--- src/rtl/adc_mon_pkg.sv ---
// Shared encodings for the ADC result monitor: register kinds carried in the
// upper address bits, zero-crossing modes and control bit positions.
package adc_mon_pkg;
    typedef enum logic [2:0] {
        KIND_LO_LIM  = 3'd0,
        KIND_HI_LIM  = 3'd1,
        KIND_ZC_MODE = 3'd2,
        KIND_CTRL    = 3'd3,
        KIND_CLR_LO  = 3'd4,
        KIND_CLR_HI  = 3'd5,
        KIND_CLR_ZC  = 3'd6
    } reg_kind_e;

    // bit 0 selects falling (non-negative -> negative), bit 1 rising
    typedef enum logic [1:0] {
        ZC_OFF  = 2'b00,
        ZC_FALL = 2'b01,
        ZC_RISE = 2'b10,
        ZC_ANY  = 2'b11
    } zc_mode_e;

    localparam int KIND_W     = 3;
    localparam int CTRL_LO_EN = 0;
    localparam int CTRL_HI_EN = 1;
    localparam int CTRL_ZC_EN = 2;
endpackage

--- src/rtl/adc_mon_cfg.sv ---
// Configuration registers of the monitor: per-channel limits and modes, the
// control enables, and decode of write-one-to-clear strobes.
// Assumes NUM_CH <= DATA_W so a clear mask fits in the write data.
module adc_mon_cfg
    import adc_mon_pkg::*;
#(
    parameter int NUM_CH = 8,
    parameter int DATA_W = 16,
    parameter int CH_W   = 3
) (
    input  logic                          clk,
    input  logic                          rst_n,
    input  logic                          cfg_we,
    input  logic [KIND_W-1:0]             cfg_kind,
    input  logic [CH_W-1:0]               cfg_chan,
    input  logic [DATA_W-1:0]             cfg_wdata,
    output logic [NUM_CH-1:0][DATA_W-1:0] lo_lim,
    output logic [NUM_CH-1:0][DATA_W-1:0] hi_lim,
    output logic [NUM_CH-1:0][1:0]        zc_mode,
    output logic                          en_lo,
    output logic                          en_hi,
    output logic                          en_zc,
    output logic [2:0][NUM_CH-1:0]        clr_mask
);
    localparam logic [DATA_W-1:0] MIN_VAL = {1'b1, {(DATA_W-1){1'b0}}};
    localparam logic [DATA_W-1:0] MAX_VAL = {1'b0, {(DATA_W-1){1'b1}}};

    logic [2:0] ctrl_q;

    for (genvar c = 0; c < NUM_CH; c++) begin : g_chan
        logic hit;
        assign hit = cfg_we && (cfg_chan == CH_W'(c));

        // Holds the low limit of channel c
        always_ff @(posedge clk) begin
            if (!rst_n)                           lo_lim[c] <= MIN_VAL;
            else if (hit && cfg_kind == KIND_LO_LIM) lo_lim[c] <= cfg_wdata;
        end

        // Holds the high limit of channel c
        always_ff @(posedge clk) begin
            if (!rst_n)                           hi_lim[c] <= MAX_VAL;
            else if (hit && cfg_kind == KIND_HI_LIM) hi_lim[c] <= cfg_wdata;
        end

        // Holds the zero-crossing mode of channel c
        always_ff @(posedge clk) begin
            if (!rst_n)                            zc_mode[c] <= ZC_OFF;
            else if (hit && cfg_kind == KIND_ZC_MODE) zc_mode[c] <= cfg_wdata[1:0];
        end
    end

    // Holds the three event enables
    always_ff @(posedge clk) begin
        if (!rst_n)                              ctrl_q <= '0;
        else if (cfg_we && cfg_kind == KIND_CTRL) ctrl_q <= cfg_wdata[2:0];
    end

    assign en_lo = ctrl_q[CTRL_LO_EN];
    assign en_hi = ctrl_q[CTRL_HI_EN];
    assign en_zc = ctrl_q[CTRL_ZC_EN];

    // Turns a clear write into a one-cycle per-channel mask (0 low, 1 high, 2 zc)
    always_comb begin
        clr_mask = '0;
        if (cfg_we) begin
            case (cfg_kind)
                KIND_CLR_LO: clr_mask[0] = cfg_wdata[NUM_CH-1:0];
                KIND_CLR_HI: clr_mask[1] = cfg_wdata[NUM_CH-1:0];
                KIND_CLR_ZC: clr_mask[2] = cfg_wdata[NUM_CH-1:0];
                default:     clr_mask    = '0;
            endcase
        end
    end
endmodule

--- src/rtl/adc_mon_detect.sv ---
// Per-sample event detection: limit compares on the raw value, sign tracking
// per channel on the corrected value, and the registered corrected output.
// Assumes res_chan < NUM_CH when res_valid is high.
module adc_mon_detect
    import adc_mon_pkg::*;
#(
    parameter int NUM_CH = 8,
    parameter int DATA_W = 16,
    parameter int CH_W   = 3
) (
    input  logic                          clk,
    input  logic                          rst_n,
    input  logic                          res_valid,
    input  logic [CH_W-1:0]               res_chan,
    input  logic [DATA_W-1:0]             res_raw,
    input  logic [DATA_W-1:0]             res_offset,
    input  logic [NUM_CH-1:0][DATA_W-1:0] lo_lim,
    input  logic [NUM_CH-1:0][DATA_W-1:0] hi_lim,
    input  logic [NUM_CH-1:0][1:0]        zc_mode,
    input  logic                          en_lo,
    input  logic                          en_hi,
    input  logic                          en_zc,
    output logic [2:0][NUM_CH-1:0]        events,
    output logic                          out_valid,
    output logic [DATA_W-1:0]             out_result
);
    logic [DATA_W-1:0] adj;
    logic              cur_neg;
    logic [NUM_CH-1:0] chan_hot;
    logic [NUM_CH-1:0] tracking;
    logic [NUM_CH-1:0] prev_ok;
    logic [NUM_CH-1:0] prev_neg;
    logic              below, above, flip_fall, flip_rise, zc_hit;
    logic [1:0]        sel_mode;

    assign adj      = res_raw - res_offset;
    assign cur_neg  = adj[DATA_W-1];
    assign chan_hot = NUM_CH'(1) << res_chan;
    assign sel_mode = zc_mode[res_chan];

    // Signed compares of the raw sample against the selected channel limits
    always_comb begin
        below = $signed(res_raw) < $signed(lo_lim[res_chan]);
        above = $signed(res_raw) > $signed(hi_lim[res_chan]);
    end

    // Direction of a sign change against the stored sign of the channel
    always_comb begin
        flip_fall = prev_ok[res_chan] && !prev_neg[res_chan] &&  cur_neg;
        flip_rise = prev_ok[res_chan] &&  prev_neg[res_chan] && !cur_neg;
        zc_hit    = tracking[res_chan] &&
                    ((sel_mode[0] && flip_fall) || (sel_mode[1] && flip_rise));
    end

    // Routes each enabled event to the bit of the sampled channel
    always_comb begin
        events[0] = (res_valid && en_lo && below)  ? chan_hot : '0;
        events[1] = (res_valid && en_hi && above)  ? chan_hot : '0;
        events[2] = (res_valid && zc_hit)          ? chan_hot : '0;
    end

    for (genvar c = 0; c < NUM_CH; c++) begin : g_sign
        assign tracking[c] = en_zc && (zc_mode[c] != ZC_OFF);

        // Remembers the sign of the last tracked sample of channel c
        always_ff @(posedge clk) begin
            if (!rst_n) begin
                prev_ok[c]  <= 1'b0;
                prev_neg[c] <= 1'b0;
            end else if (!tracking[c]) begin
                prev_ok[c]  <= 1'b0;
            end else if (res_valid && res_chan == CH_W'(c)) begin
                prev_ok[c]  <= 1'b1;
                prev_neg[c] <= cur_neg;
            end
        end
    end

    // Registers the corrected value with its strobe
    always_ff @(posedge clk) begin
        if (!rst_n) begin
            out_valid  <= 1'b0;
            out_result <= '0;
        end else begin
            out_valid <= res_valid;
            if (res_valid) out_result <= adj;
        end
    end
endmodule

--- src/rtl/adc_mon_status.sv ---
// Sticky status bits for the three event classes with write-one-to-clear,
// where a same-cycle event wins, and the masked combined interrupt.
module adc_mon_status #(
    parameter int NUM_CH = 8
) (
    input  logic                   clk,
    input  logic                   rst_n,
    input  logic [2:0][NUM_CH-1:0] events,
    input  logic [2:0][NUM_CH-1:0] clr_mask,
    input  logic [2:0]             class_en,
    output logic [2:0][NUM_CH-1:0] flags,
    output logic                   err_irq
);
    logic [2:0] class_pending;

    for (genvar k = 0; k < 3; k++) begin : g_class
        // Keeps the status bits of event class k
        always_ff @(posedge clk) begin
            if (!rst_n) flags[k] <= '0;
            else        flags[k] <= (flags[k] & ~clr_mask[k]) | events[k];
        end
        assign class_pending[k] = class_en[k] && (|flags[k]);
    end

    assign err_irq = |class_pending;
endmodule

--- src/rtl/adc_limit_monitor.sv ---
// Top of the ADC result monitor: splits the write address, wires the
// configuration, detection and status parts together.
// Assumes one sample per cycle at most and NUM_CH <= DATA_W.
module adc_limit_monitor
    import adc_mon_pkg::*;
#(
    parameter  int NUM_CH = 8,
    parameter  int DATA_W = 16,
    localparam int CH_W   = (NUM_CH > 1) ? $clog2(NUM_CH) : 1,
    localparam int ADDR_W = CH_W + KIND_W
) (
    input  logic              clk,
    input  logic              rst_n,
    input  logic              res_valid,
    input  logic [CH_W-1:0]   res_chan,
    input  logic [DATA_W-1:0] res_raw,
    input  logic [DATA_W-1:0] res_offset,
    input  logic              cfg_we,
    input  logic [ADDR_W-1:0] cfg_addr,
    input  logic [DATA_W-1:0] cfg_wdata,
    output logic              out_valid,
    output logic [DATA_W-1:0] out_result,
    output logic [NUM_CH-1:0] lo_flags,
    output logic [NUM_CH-1:0] hi_flags,
    output logic [NUM_CH-1:0] zc_flags,
    output logic              err_irq
);
    logic [NUM_CH-1:0][DATA_W-1:0] lo_lim, hi_lim;
    logic [NUM_CH-1:0][1:0]        zc_mode;
    logic                          en_lo, en_hi, en_zc;
    logic [2:0][NUM_CH-1:0]        clr_mask, events, flags;

    adc_mon_cfg #(.NUM_CH(NUM_CH), .DATA_W(DATA_W), .CH_W(CH_W)) u_cfg (
        .clk(clk), .rst_n(rst_n), .cfg_we(cfg_we),
        .cfg_kind(cfg_addr[ADDR_W-1 -: KIND_W]), .cfg_chan(cfg_addr[CH_W-1:0]),
        .cfg_wdata(cfg_wdata), .lo_lim(lo_lim), .hi_lim(hi_lim), .zc_mode(zc_mode),
        .en_lo(en_lo), .en_hi(en_hi), .en_zc(en_zc), .clr_mask(clr_mask)
    );

    adc_mon_detect #(.NUM_CH(NUM_CH), .DATA_W(DATA_W), .CH_W(CH_W)) u_detect (
        .clk(clk), .rst_n(rst_n), .res_valid(res_valid), .res_chan(res_chan),
        .res_raw(res_raw), .res_offset(res_offset), .lo_lim(lo_lim), .hi_lim(hi_lim),
        .zc_mode(zc_mode), .en_lo(en_lo), .en_hi(en_hi), .en_zc(en_zc),
        .events(events), .out_valid(out_valid), .out_result(out_result)
    );

    adc_mon_status #(.NUM_CH(NUM_CH)) u_status (
        .clk(clk), .rst_n(rst_n), .events(events), .clr_mask(clr_mask),
        .class_en({en_zc, en_hi, en_lo}), .flags(flags), .err_irq(err_irq)
    );

    assign lo_flags = flags[0];
    assign hi_flags = flags[1];
    assign zc_flags = flags[2];
endmodule

--- config.mk ---
export PLATFORM = sky130hd
export DESIGN_NAME = adc_limit_monitor
export DESIGN_NICKNAME = d
export VERILOG_FILES = /design/src/rtl/adc_mon_pkg.sv /design/src/rtl/adc_mon_cfg.sv /design/src/rtl/adc_mon_detect.sv /design/src/rtl/adc_mon_status.sv /design/src/rtl/adc_limit_monitor.sv
export SDC_FILE = /design/constraint.sdc
export NUM_CORES = 1
export LEC_CHECK = 0
export BUFFER_PORTS_ARGS = -buffer_cell sky130_fd_sc_hd__buf_2
export CAP_MARGIN = 20
export CORE_MARGIN = 3
export CORE_UTILIZATION = 61
export DETAILED_ROUTE_END_ITERATION = 6
export GPL_TIMING_DRIVEN = 1
export HOLD_SLACK_MARGIN = 0.12
export PLACE_DENSITY_LB_ADDON = 0.08
export SKIP_LAST_GASP = 1
export SYNTH_ARGS = -nofsm -noshare
export SYNTH_HDL_FRONTEND = slang
export SYNTH_SLANG_ARGS = --single-unit
--- constraint.sdc ---
create_clock -name clk -period 4.2 [get_ports clk]
set_input_delay 0.21 -clock clk [delete_from_list [all_inputs] [get_ports clk]]
set_output_delay 0.21 -clock clk [all_outputs]
set_load 0.01 [all_outputs]
==> results of run 1 <==
## registers in the layout, indices dropped and copies added (netlist names)
signal	flops
u_cfg.hi_lim	128
u_cfg.zc_mode	16
u_cfg.lo_lim	128
u_status.flags	24
u_detect.prev_neg	8
u_detect.out_valid	1
u_cfg.ctrl_q	3
u_detect.out_result	16
u_detect.prev_ok	8
## power groups by stage
stage,clock [uW],sequential [uW],combinational [uW]
after floorplan,0,3270,384
after global placement,0,3270,567
after detailed placement,0,3270,577
after CTS,3070,3200,586
after global routing,3210,3200,643
final,3060,3200,600
## cell usage in the layout (no fill, tap or decap), types with 11 or more instances in the layout
| cell type | netlist | routed |
|---|---|---|
| ha_1 | 46 | 46 |
| nand3_1 | 174 | 174 |
| o211ai_1 | 22 | 22 |
| o21ai_0 | 26 | 26 |
| nand2_1 | 597 | 597 |
| mux2i_1 | 37 | 37 |
| inv_1 | 30 | 28 |
| dfxtp_1 | 332 | 332 |
| clkbuf_16 | 0 | 37 |
| buf_2 | 13 | 99 |
| a21o_1 | 11 | 11 |
| nor3_1 | 30 | 30 |
| buf_4 | 0 | 32 |
| and3_1 | 12 | 12 |
| nand2b_1 | 11 | 11 |
| nor2_1 | 56 | 53 |
| a21oi_1 | 179 | 179 |
| or3_1 | 11 | 11 |
| mux4_2 | 64 | 64 |
| nor3b_1 | 14 | 14 |
## worst max-delay path, stage by stage
cell and delay (ns):
buf_4 0.72, buf_4 0.42, mux4_2 0.55, mux2i_1 0.21, ha_1 0.30, nand4_1 0.11
nor2_1 0.09, a2111oi_0 0.39, o31ai_1 0.14, o21ai_1 0.16, buf_4 0.19, a32o_1 0.14
## Yosys cell counts (12+ instances only)
library cell	n	area [sq um]
buf_2	13	65.1
clkbuf_1	132	495
nand3_1	174	871
mux4_2	64	1440
o211ai_1	22	165
dfxtp_1	332	6650
a21oi_1	179	896
nor3_1	30	150
nand2_1	597	2240
nor3b_1	14	105
nor2_1	56	210
o21ai_0	26	130
mux2i_1	37	370
and3_1	12	75.1
ha_1	46	576
inv_1	30	113
## kinds of logic (layout without fill, tap and decap cells)
group,after synthesis,count (layout),share of synthesized area [%]
AOI/OAI and AO/OA,327,327,12.7
xor gates and xnor gates,4,4,0.219
adders and majority gates,47,47,3.72
buffers and inverters,183,232,4.49
DFF,332,332,41.5
muxes,102,102,11.5
other,0,2,0
and+or+nand+nor,953,953,25.8
## metal layers
| metal | wire [um] | vias to the layer above | GRT usage (%) |
|---|---|---|---|
| met4 | 1660 | 0 | 11.8 |
| met1 | 20100 | 7025 | 46.2 |
| met2 | 22800 | 769 | 55.2 |
| li1 | - | 6837 | - |
| met5 | 0 | - | 0 |
| met3 | 4850 | 124 | 6.22 |
## through the flow
stage	cells	worst slack, ns	instance area, sq um	utilization, %	power, uW
finish	2329	0.953	17800	69.8	6860
CTS	2327	0.960	17800	69.8	6860
floorplan	1948	0.605	16000	-	3660
detailed placement	2256	0.499	16600	65.0	3850
global placement	2255	0.560	16500	64.9	3840
global route	2329	0.644	17800	69.8	7060
## final cells by class
class	instances	area, sq um
clock inverter	9	56.3
fill	2093	7700
multi-input combinational	1433	8640
inverter	30	115
antenna	2	5.00
tap	330	413
sequential	332	6650
timing repair buffer	139	816
clock buffer	54	1080
## path summary, 6_finish.rpt
| path | end | slack, ns | cells past startpoint |
|---|---|---|---|
| max | u_status.flags[0] | 0.95 | 12 |
| min reg2reg | u_cfg.lo_lim[80] | 0.45 | 2 |
| min | u_cfg.lo_lim[11] | 0.13 | 3 |
| max reg2reg | u_status.flags[13] | 1.25 | 9 |
==> results.sh, run 1 <==
export IMPL_crit_type="primary input to flip-flop"
export IMPL_hold_class="primary input to flip-flop"
export IMPL_switching_power_uw=1710
export IMPL_final_setup_skew_ns=0.0103
export IMPL_switching_share_pct=24.9
export IMPL_routedWlPerCell_um=21.2
export IMPL_clk_latency_ns=0.52
export IMPL_whs_ns=0.126
export IMPL_synthArstFlopShare_pct=0
export IMPL_endpoint_kind="flip-flop"
export IMPL_leakagePower_uw=0.00707
export IMPL_rsz0062_at_grt="false"
export IMPL_cp_start_kind="primary input"
export IMPL_startpoint="res_chan[0]"
export IMPL_comb_power_share_pct=8.7
export IMPL_crit_fanout=48
export IMPL_reg2reg_from="u_cfg.hi_lim[47]"
export IMPL_synth_seq_cells=332
export IMPL_htree_levels=2
export IMPL_p_seq_share_pct=46.7
export IMPL_die_h_um=168
export IMPL_timing_setup_tns_ns=0
export IMPL_fin_crit_sh_pct=77.3
export IMPL_fin_crit_ns=3.25
export IMPL_hp_start="cfg_wdata[11]"
export IMPL_cts_clk_slew_worst_paths_ns=0.06
export IMPL_dieArea_sq_mm=0.0282
export IMPL_io_buffer_count=102
export IMPL_cts_tree="yes"
export IMPL_finalSetupViolCount=0
export IMPL_ctsResizeCount=0
export IMPL_die_x_um=168
export IMPL_cts_buffers=36
export IMPL_crit_arrival_ns=3.70
export IMPL_via_count=14800
export IMPL_yosys_warnings=0
export IMPL_syn_area_sq_mm=0.0160
export IMPL_core_area_sq_mm=0.0255
export IMPL_syn_to_final_growth_pct=11.1
export IMPL_track_usage_pct=34.0
export IMPL_row_count=58
export IMPL_syn_num_nets=2056
export IMPL_ys_flop_type="dfxtp_1"
export IMPL_root_buffer="clkbuf_16"
export IMPL_seq_area_frac_synth_pct=41.5
export IMPL_cts_hold_buffers=8
export IMPL_synthesis_instances=1948
export IMPL_p_per_area_mw_per_mm2=386
export IMPL_status="completed"
export IMPL_worstMarginPinSlew_ns=1.03
export IMPL_start_util_pct=62.8
export IMPL_synth_cell_types=61
export IMPL_max_freq_mhz=308
export IMPL_fin_nets=2080
export IMPL_max_cap_violations=0
export IMPL_grt_overflow_total=0
export IMPL_grt_antenna_before_repair=2
export IMPL_syn_avg_cell_area_sq_um=8.21
export IMPL_io_pins=103
export IMPL_grt_max_degree=99
export IMPL_synth_edf_count=0
export IMPL_ant_nets=0
export IMPL_p_int_uw=5150
export IMPL_grt_first_pass_wirelength_mm=77.0
export IMPL_postCtsSetupRepairBufs=0
export IMPL_wl_mm=49.5
export IMPL_drive_gt1_share_pct=13.1
export IMPL_clkSinkCount=332
export IMPL_finalMaxSlewViolations=0
export IMPL_hold_violations=0
export IMPL_cts_buffer_depth=3
export IMPL_grt_pass1_vias=13800
export IMPL_clkPwrFrac_pct=44.6
export IMPL_gp_congestion=0.930
export IMPL_routed_via_density=6.34
export IMPL_post_dp_hpwl_mm=32.4
export IMPL_drt_iter0_drc=1903
export IMPL_drc=0
export IMPL_drt_first_pass_iters=7
export IMPL_vdd_drop_max_mv=0.331
export IMPL_required_ns=4.66
export IMPL_maxSlewHeadroom_pct=31.3
Power figures use the tool's default switching activity.
==> run 2, diff against run 1 <==
Clock period 4.2 ns to 3.1 ns, I/O delays scaled along.
==> run 2 against run 1 <==
  * Worst hold slack better by 0.040 ns
  * Non-clock buffer count is 34 higher
  * Critical path depth is 2 lower
  * First-iteration DRC count is 19% lower
  * Clock skew is 0.0055 ns higher
  * Largest cell class unchanged
  * Highest routed layer is now met5
  * Via count is 1.6% higher
==> results.sh, run 2 (synthesis gave the netlist of run 1 again) <==
export IMPL_fin_crit_sh_pct=88.3
export IMPL_crit_type="flip-flop to flip-flop"
export IMPL_place_ws_ns=-0.0142
export IMPL_p_per_area_mw_per_mm2=519
export IMPL_cts_buffer_depth=3
export IMPL_grt_overflow_total=0
export IMPL_die_h_um=168
export IMPL_syn_to_final_growth_pct=13.5
export IMPL_routedWlPerCell_um=21.3
export IMPL_drive_gt1_share_pct=13.8
export IMPL_via_count=15000
export IMPL_io_pins=103
export IMPL_grt_max_degree=102
export IMPL_final_setup_skew_ns=0.0158
export IMPL_routed_via_density=6.36
export IMPL_post_dp_hpwl_mm=33.8
export IMPL_crit_fanout=8
export IMPL_final_common_cell="nand2_1"
export IMPL_max_freq_mhz=365
export IMPL_fin_crit_ns=2.74
export IMPL_vdd_drop_max_mv=0.476
export IMPL_cts_clk_slew_worst_paths_ns=0.06
export IMPL_leakagePower_uw=0.00725
export IMPL_max_cap_violations=0
export IMPL_track_usage_pct=34.9
export IMPL_setup_ws_ns=0.363
export IMPL_hold_class="primary input to flip-flop"
export IMPL_grt_antenna_before_repair=1
export IMPL_cts_tree="yes"
export IMPL_worstMarginPinSlew_ns=1.05
export IMPL_post_dp_cell_area_sq_mm=0.0168
export IMPL_drt_iter0_drc=1538
export IMPL_die_x_um=168
export IMPL_maxSlewHeadroom_pct=30.2
export IMPL_drc=0
export IMPL_cp_start_kind="flip-flop"
export IMPL_required_ns=3.55
export IMPL_crit_arrival_ns=3.19
export IMPL_hp_start="res_raw[0]"
export IMPL_timing_setup_tns_ns=0
export IMPL_gp_congestion=0.931
export IMPL_endpoint_kind="flip-flop"
export IMPL_rsz0062_at_grt="false"
export IMPL_core_area_sq_mm=0.0255
export IMPL_clk_latency_ns=0.52
export IMPL_hold_violations=0
export IMPL_root_buffer="clkbuf_16"
export IMPL_stdcell_area_sq_mm=0.0182
export IMPL_clkSinkCount=332
export IMPL_htree_levels=2
export IMPL_cts_buffers=35
export IMPL_wl_mm=50.3
export IMPL_whs_ns=0.166
export IMPL_grt_pass1_vias=14500
export IMPL_postCtsSetupRepairBufs=0
export IMPL_top_regs="u_cfg.hi_lim (128), u_cfg.lo_lim (128), u_status.flags (24)"
export IMPL_row_count=58
export IMPL_finalSetupViolCount=0
export IMPL_ant_nets=0
export IMPL_start_util_pct=62.8
export IMPL_drt_first_pass_iters=5
export IMPL_dieArea_sq_mm=0.0282
export IMPL_reg2reg_from="u_cfg.lo_lim[117]"
export IMPL_io_buffer_count=102
export IMPL_layout_common_cells="597 x nand2_1, 332 x dfxtp_1, 179 x a21oi_1"
export IMPL_status="completed"
export IMPL_finalMaxSlewViolations=0
export IMPL_fin_nets=2113
export IMPL_startpoint="u_cfg.lo_lim[117]"
export IMPL_grt_first_pass_wirelength_mm=78.9
## run 2: worst paths after layout
| check | cells after the start | slack (ns) | to |
|---|---|---|---|
| max | 10 | 0.36 | u_status.flags[1] |
| min reg2reg | 2 | 0.45 | u_cfg.lo_lim[104] |
| min | 4 | 0.17 | u_detect.out_result[0] |
| max reg2reg | 10 | 0.36 | u_status.flags[1] |
## run 2: through the flow
stage / util [%] / instances / total power, uW
final: 71.3 / 2357 / 9430
after global routing: 71.3 / 2356 / 9700
after CTS: 71.3 / 2356 / 9430
after detailed placement: 66.1 / 2281 / 5240
after global placement: 66.1 / 2281 / 5220
after floorplan: - / 1948 / 4960
## run 2: area by class of cell
| type | count | area (sq um) |
|---|---|---|
| sequential | 332 | 6650 |
| inverter | 30 | 115 |
| clock buffer | 52 | 1040 |
| multi-input combinational | 1433 | 8650 |
| tap | 330 | 413 |
| fill | 2044 | 7320 |
| timing repair buffer | 173 | 1180 |
| clock inverter | 6 | 108 |
| antenna | 1 | 2.50 |
## run 2: worst max-delay path: stages (launching register included)
cell and delay [ns]:
dfxtp_1 0.31, mux4_2 0.47, mux2i_1 0.15, ha_1 0.26, a21o_1 0.19, a221o_1 0.33, a2111oi_2 0.36, o31ai_1 0.14
o21ai_2 0.20, buf_12 0.15, a32o_1 0.12
## run 2: layer usage
metal	GRT usage [%]	wire length [um]	vias to the layer above
met5	0	11	-
met4	13.6	1870	2
met3	8.57	5690	144
met2	55.3	22800	812
met1	46.5	19900	7120
li1	-	-	6908
## run 2: power breakdown
part | leakage, uW | internal (uW) | total (uW) | switching [uW]
logic | 0.00401 | 284 | 850 | 566
registers | 0.00268 | 4310 | 4340 | 25.5
clock network | 0.000560 | 2560 | 4240 | 1680
total | 0.00725 | 7160 | 9430 | 2270
## run 2: repair_timing
action / 4_1_cts / 5_1_grt
gates resized for setup: 0 / 0
hold buffers: 17 / 0
setup endpoints to repair: 0 / 0
endpoints found under the hold margin: 164 / 0
==> run 3, diff against run 2 <==
Settings changed: ABC_AREA from default to 1.
==> run 3 against run 2 <==
  * Global-route usage rose by 0.29 points
  * Routed wire length fell by 4.3%
  * Clock-buffer cell count did not move
  * Critical endpoint is now u_status.flags[5]
  * Largest cell class unchanged
==> results.sh, run 3 <==
export IMPL_cts_tree="yes"
export IMPL_syn_num_nets=2278
export IMPL_synth_edf_count=0
export IMPL_cts_clk_slew_worst_paths_ns=0.06
export IMPL_rsz0062_at_grt="false"
export IMPL_fin_crit_sh_pct=82.2
export IMPL_grt_first_pass_wirelength_mm=76.3
export IMPL_stdcell_area_sq_mm=0.0176
export IMPL_grt_overflow_total=0
export IMPL_gr_usage_met2_pct=57.6
export IMPL_status="completed"
export IMPL_p_seq_share_pct=44.0
export IMPL_cts_buffers=37
export IMPL_postCtsSetupRepairBufs=0
export IMPL_routed_via_density=5.94
export IMPL_io_buffer_count=102
export IMPL_dieArea_sq_mm=0.0272
export IMPL_ys_top_cells_by_count="492 x nand2_1, 332 x dfxtp_1, 300 x nor2_1"
export IMPL_seqCellArea_sq_mm=0.00665
export IMPL_synthArstFlopShare_pct=0
export IMPL_core_area_sq_mm=0.0245
export IMPL_hold_depth=3
export IMPL_hold_violations=0
export IMPL_synth_cell_types=55
export IMPL_wl_mm=48.1
export IMPL_start_util_pct=62.7
export IMPL_drt_first_pass_iters=6
export IMPL_grt_max_degree=105
export IMPL_grt_antenna_before_repair=1
export IMPL_final_setup_skew_ns=0.0238
export IMPL_ant_nets=0
export IMPL_timing_setup_tns_ns=0
export IMPL_final_common_cell="nand2_1"
export IMPL_fin_nets=2338
export IMPL_p_per_area_mw_per_mm2=559
export IMPL_post_dp_hpwl_mm=32.0
export IMPL_comb_power_share_pct=10.0
export IMPL_switching_power_uw=2470
export IMPL_die_h_um=165
export IMPL_synth_seq_cells=332
export IMPL_maxSlewHeadroom_pct=46.5
export IMPL_leakagePower_uw=0.00805
export IMPL_top_usage_layer="met2"
export IMPL_drt_iter0_drc=1681
export IMPL_multiInputGateArea_sq_mm=0.00759
export IMPL_nFillCells=2037
export IMPL_crit_fanout=36
export IMPL_crit_arrival_ns=2.98
export IMPL_cp_start_kind="primary input"
export IMPL_crit_type="primary input to flip-flop"
export IMPL_cts_hold_buffers=19
export IMPL_io_pins=103
export IMPL_ctsResizeCount=0
export IMPL_via_count=15300
export IMPL_routedWlPerCell_um=18.7
export IMPL_max_cap_violations=0
export IMPL_ys_flop_type="dfxtp_1"
export IMPL_drive_gt1_share_pct=10.8
export IMPL_row_count=57
export IMPL_syn_to_final_growth_pct=14.4
export IMPL_htree_levels=2
export IMPL_whs_ns=0.133
export IMPL_synth_top_cell_by_area="dfxtp_1"
export IMPL_syn_avg_cell_area_sq_um=7.09
export IMPL_num_antenna_cells=0
export IMPL_layout_common_cells="492 x nand2_1, 332 x dfxtp_1, 300 x nor2_1"
export IMPL_clkPwrFrac_pct=46.0
export IMPL_use_met1_pct=45.8
export IMPL_die_x_um=165
export IMPL_gp_congestion=0.951
export IMPL_synth_top_cell_area_share_pct=43.2
export IMPL_grt_pass1_vias=14500
export IMPL_drc=0
export IMPL_worstMarginPinSlew_ns=0.803
export IMPL_post_dp_cell_area_sq_mm=0.0162
export IMPL_finalSetupViolCount=0
export IMPL_finalMaxSlewViolations=0
export IMPL_root_buffer="clkbuf_16"
export IMPL_fin_crit_ns=2.55
export IMPL_post_synth_top_count_cell="nand2_1"
export IMPL_synthesis_instances=2170
export IMPL_hold_class="primary input to flip-flop"
export IMPL_max_freq_mhz=392
export IMPL_met3_usage_pct=6.20
export IMPL_yosys_warnings=0
export IMPL_clk_latency_ns=0.53
export IMPL_cts_buffer_depth=3
export IMPL_switching_share_pct=25.0
export IMPL_r2r_cells=17
export IMPL_p_int_uw=7390
export IMPL_required_ns=3.53
export IMPL_vdd_drop_max_mv=0.476
export IMPL_seq_area_frac_synth_pct=43.2
export IMPL_synthTopCellsByArea="dfxtp_1 43%, nand2_1 12%, o21ai_0 7.3%, nor2_1 7.3%, nand3_1 4.9%"
export IMPL_clkSinkCount=332
export IMPL_track_usage_pct=35.2
export IMPL_endpoint_kind="flip-flop"
export IMPL_syn_area_sq_mm=0.0154
export IMPL_top_regs="u_cfg.hi_lim (128), u_cfg.lo_lim (128), u_status.flags (24)"
[run 3: changes by cell type in the layout (fill, tap and decap cells not counted), moves of 14 or more]
cell and change:
a21oi_1 -71, a221oi_1 +15, a22oi_1 +36, inv_1 +110
mux2i_1 -37, mux4_2 -64, nand2_1 -105, nand3_1 -23
nand4_1 +41, nor2_1 +244, nor3_1 -29, nor3b_1 -14
o21ai_0 +199, o22ai_1 +18
[run 3: cell type report]
class / count / area share (%)
clock buffer: 52 / 6.09
clock inverter: 14 / 1.06
inverter: 155 / 3.33
multi-input combinational: 1539 / 43.1
sequential: 332 / 37.7
tap: 324 / 2.30
timing repair buffer: 165 / 6.39
[run 3: worst max-delay path, cell delays in order]
cell	delay, ns
buf_2	0.21
inv_2	0.12
nor2_4	0.16
buf_4	0.44
a22oi_1	0.13
nand3_1	0.12
o21ai_0	0.14
ha_1	0.34
nand2_1	0.09
nor2_1	0.05
a211oi_1	0.24
o221a_2	0.33
nand2_2	0.09
nand2_4	0.11
nand4_1	0.09
a21oi_1	0.15
[run 3: cells by family (layout without fill, tap and decap cells)]
| family | after synthesis | count (layout) | synth area share [%] |
|---|---|---|---|
| AO/OA/AOI/OAI | 460 | 460 | 16.9 |
| XOR/XNOR | 12 | 12 | 0.683 |
| adder cells (fa/ha/maj) | 47 | 47 | 3.87 |
| buffers and inverters | 299 | 386 | 7.53 |
| flip-flops | 332 | 332 | 43.2 |
| AND/OR/NAND/NOR | 1020 | 1020 | 27.8 |
[run 3: path summary, 6_finish.rpt]
check	end	from	slack, ns
setup / recovery	u_status.flags[5]	res_chan[0]	0.55
hold / removal	u_cfg.hi_lim[114]	cfg_wdata[2]	0.13
setup reg to reg	u_status.flags[8]	u_cfg.hi_lim[62]	0.58
hold reg to reg	u_cfg.lo_lim[41]	u_cfg.lo_lim[41]	0.45
[run 3: power by group through the flow]
stage,registers (uW),logic [uW],clock network [uW]
6_report,4340,981,4530
5_1_grt,4340,1070,4740
4_1_cts,4340,961,4550
3_5_place_dp,4430,936,0
3_3_place_gp,4430,919,0
2_1_floorplan,4440,604,0
[run 3: through the flow]
stage	setup WS, ns	total power (uW)	instances	util [%]
finish	0.551	9850	2581	71.8
global route	0.335	10200	2581	71.8
CTS	0.630	9850	2581	71.8
detailed placement	0.130	5370	2496	65.9
global placement	0.173	5350	2496	65.9
floorplan	0.499	5040	2170	-
[run 3: metal layers]
layer,share of wire [%],routed length (um)
met2,46,21900
met5,0.025,12
met1,41,19500
met3,9.4,4530
met4,4.4,2110
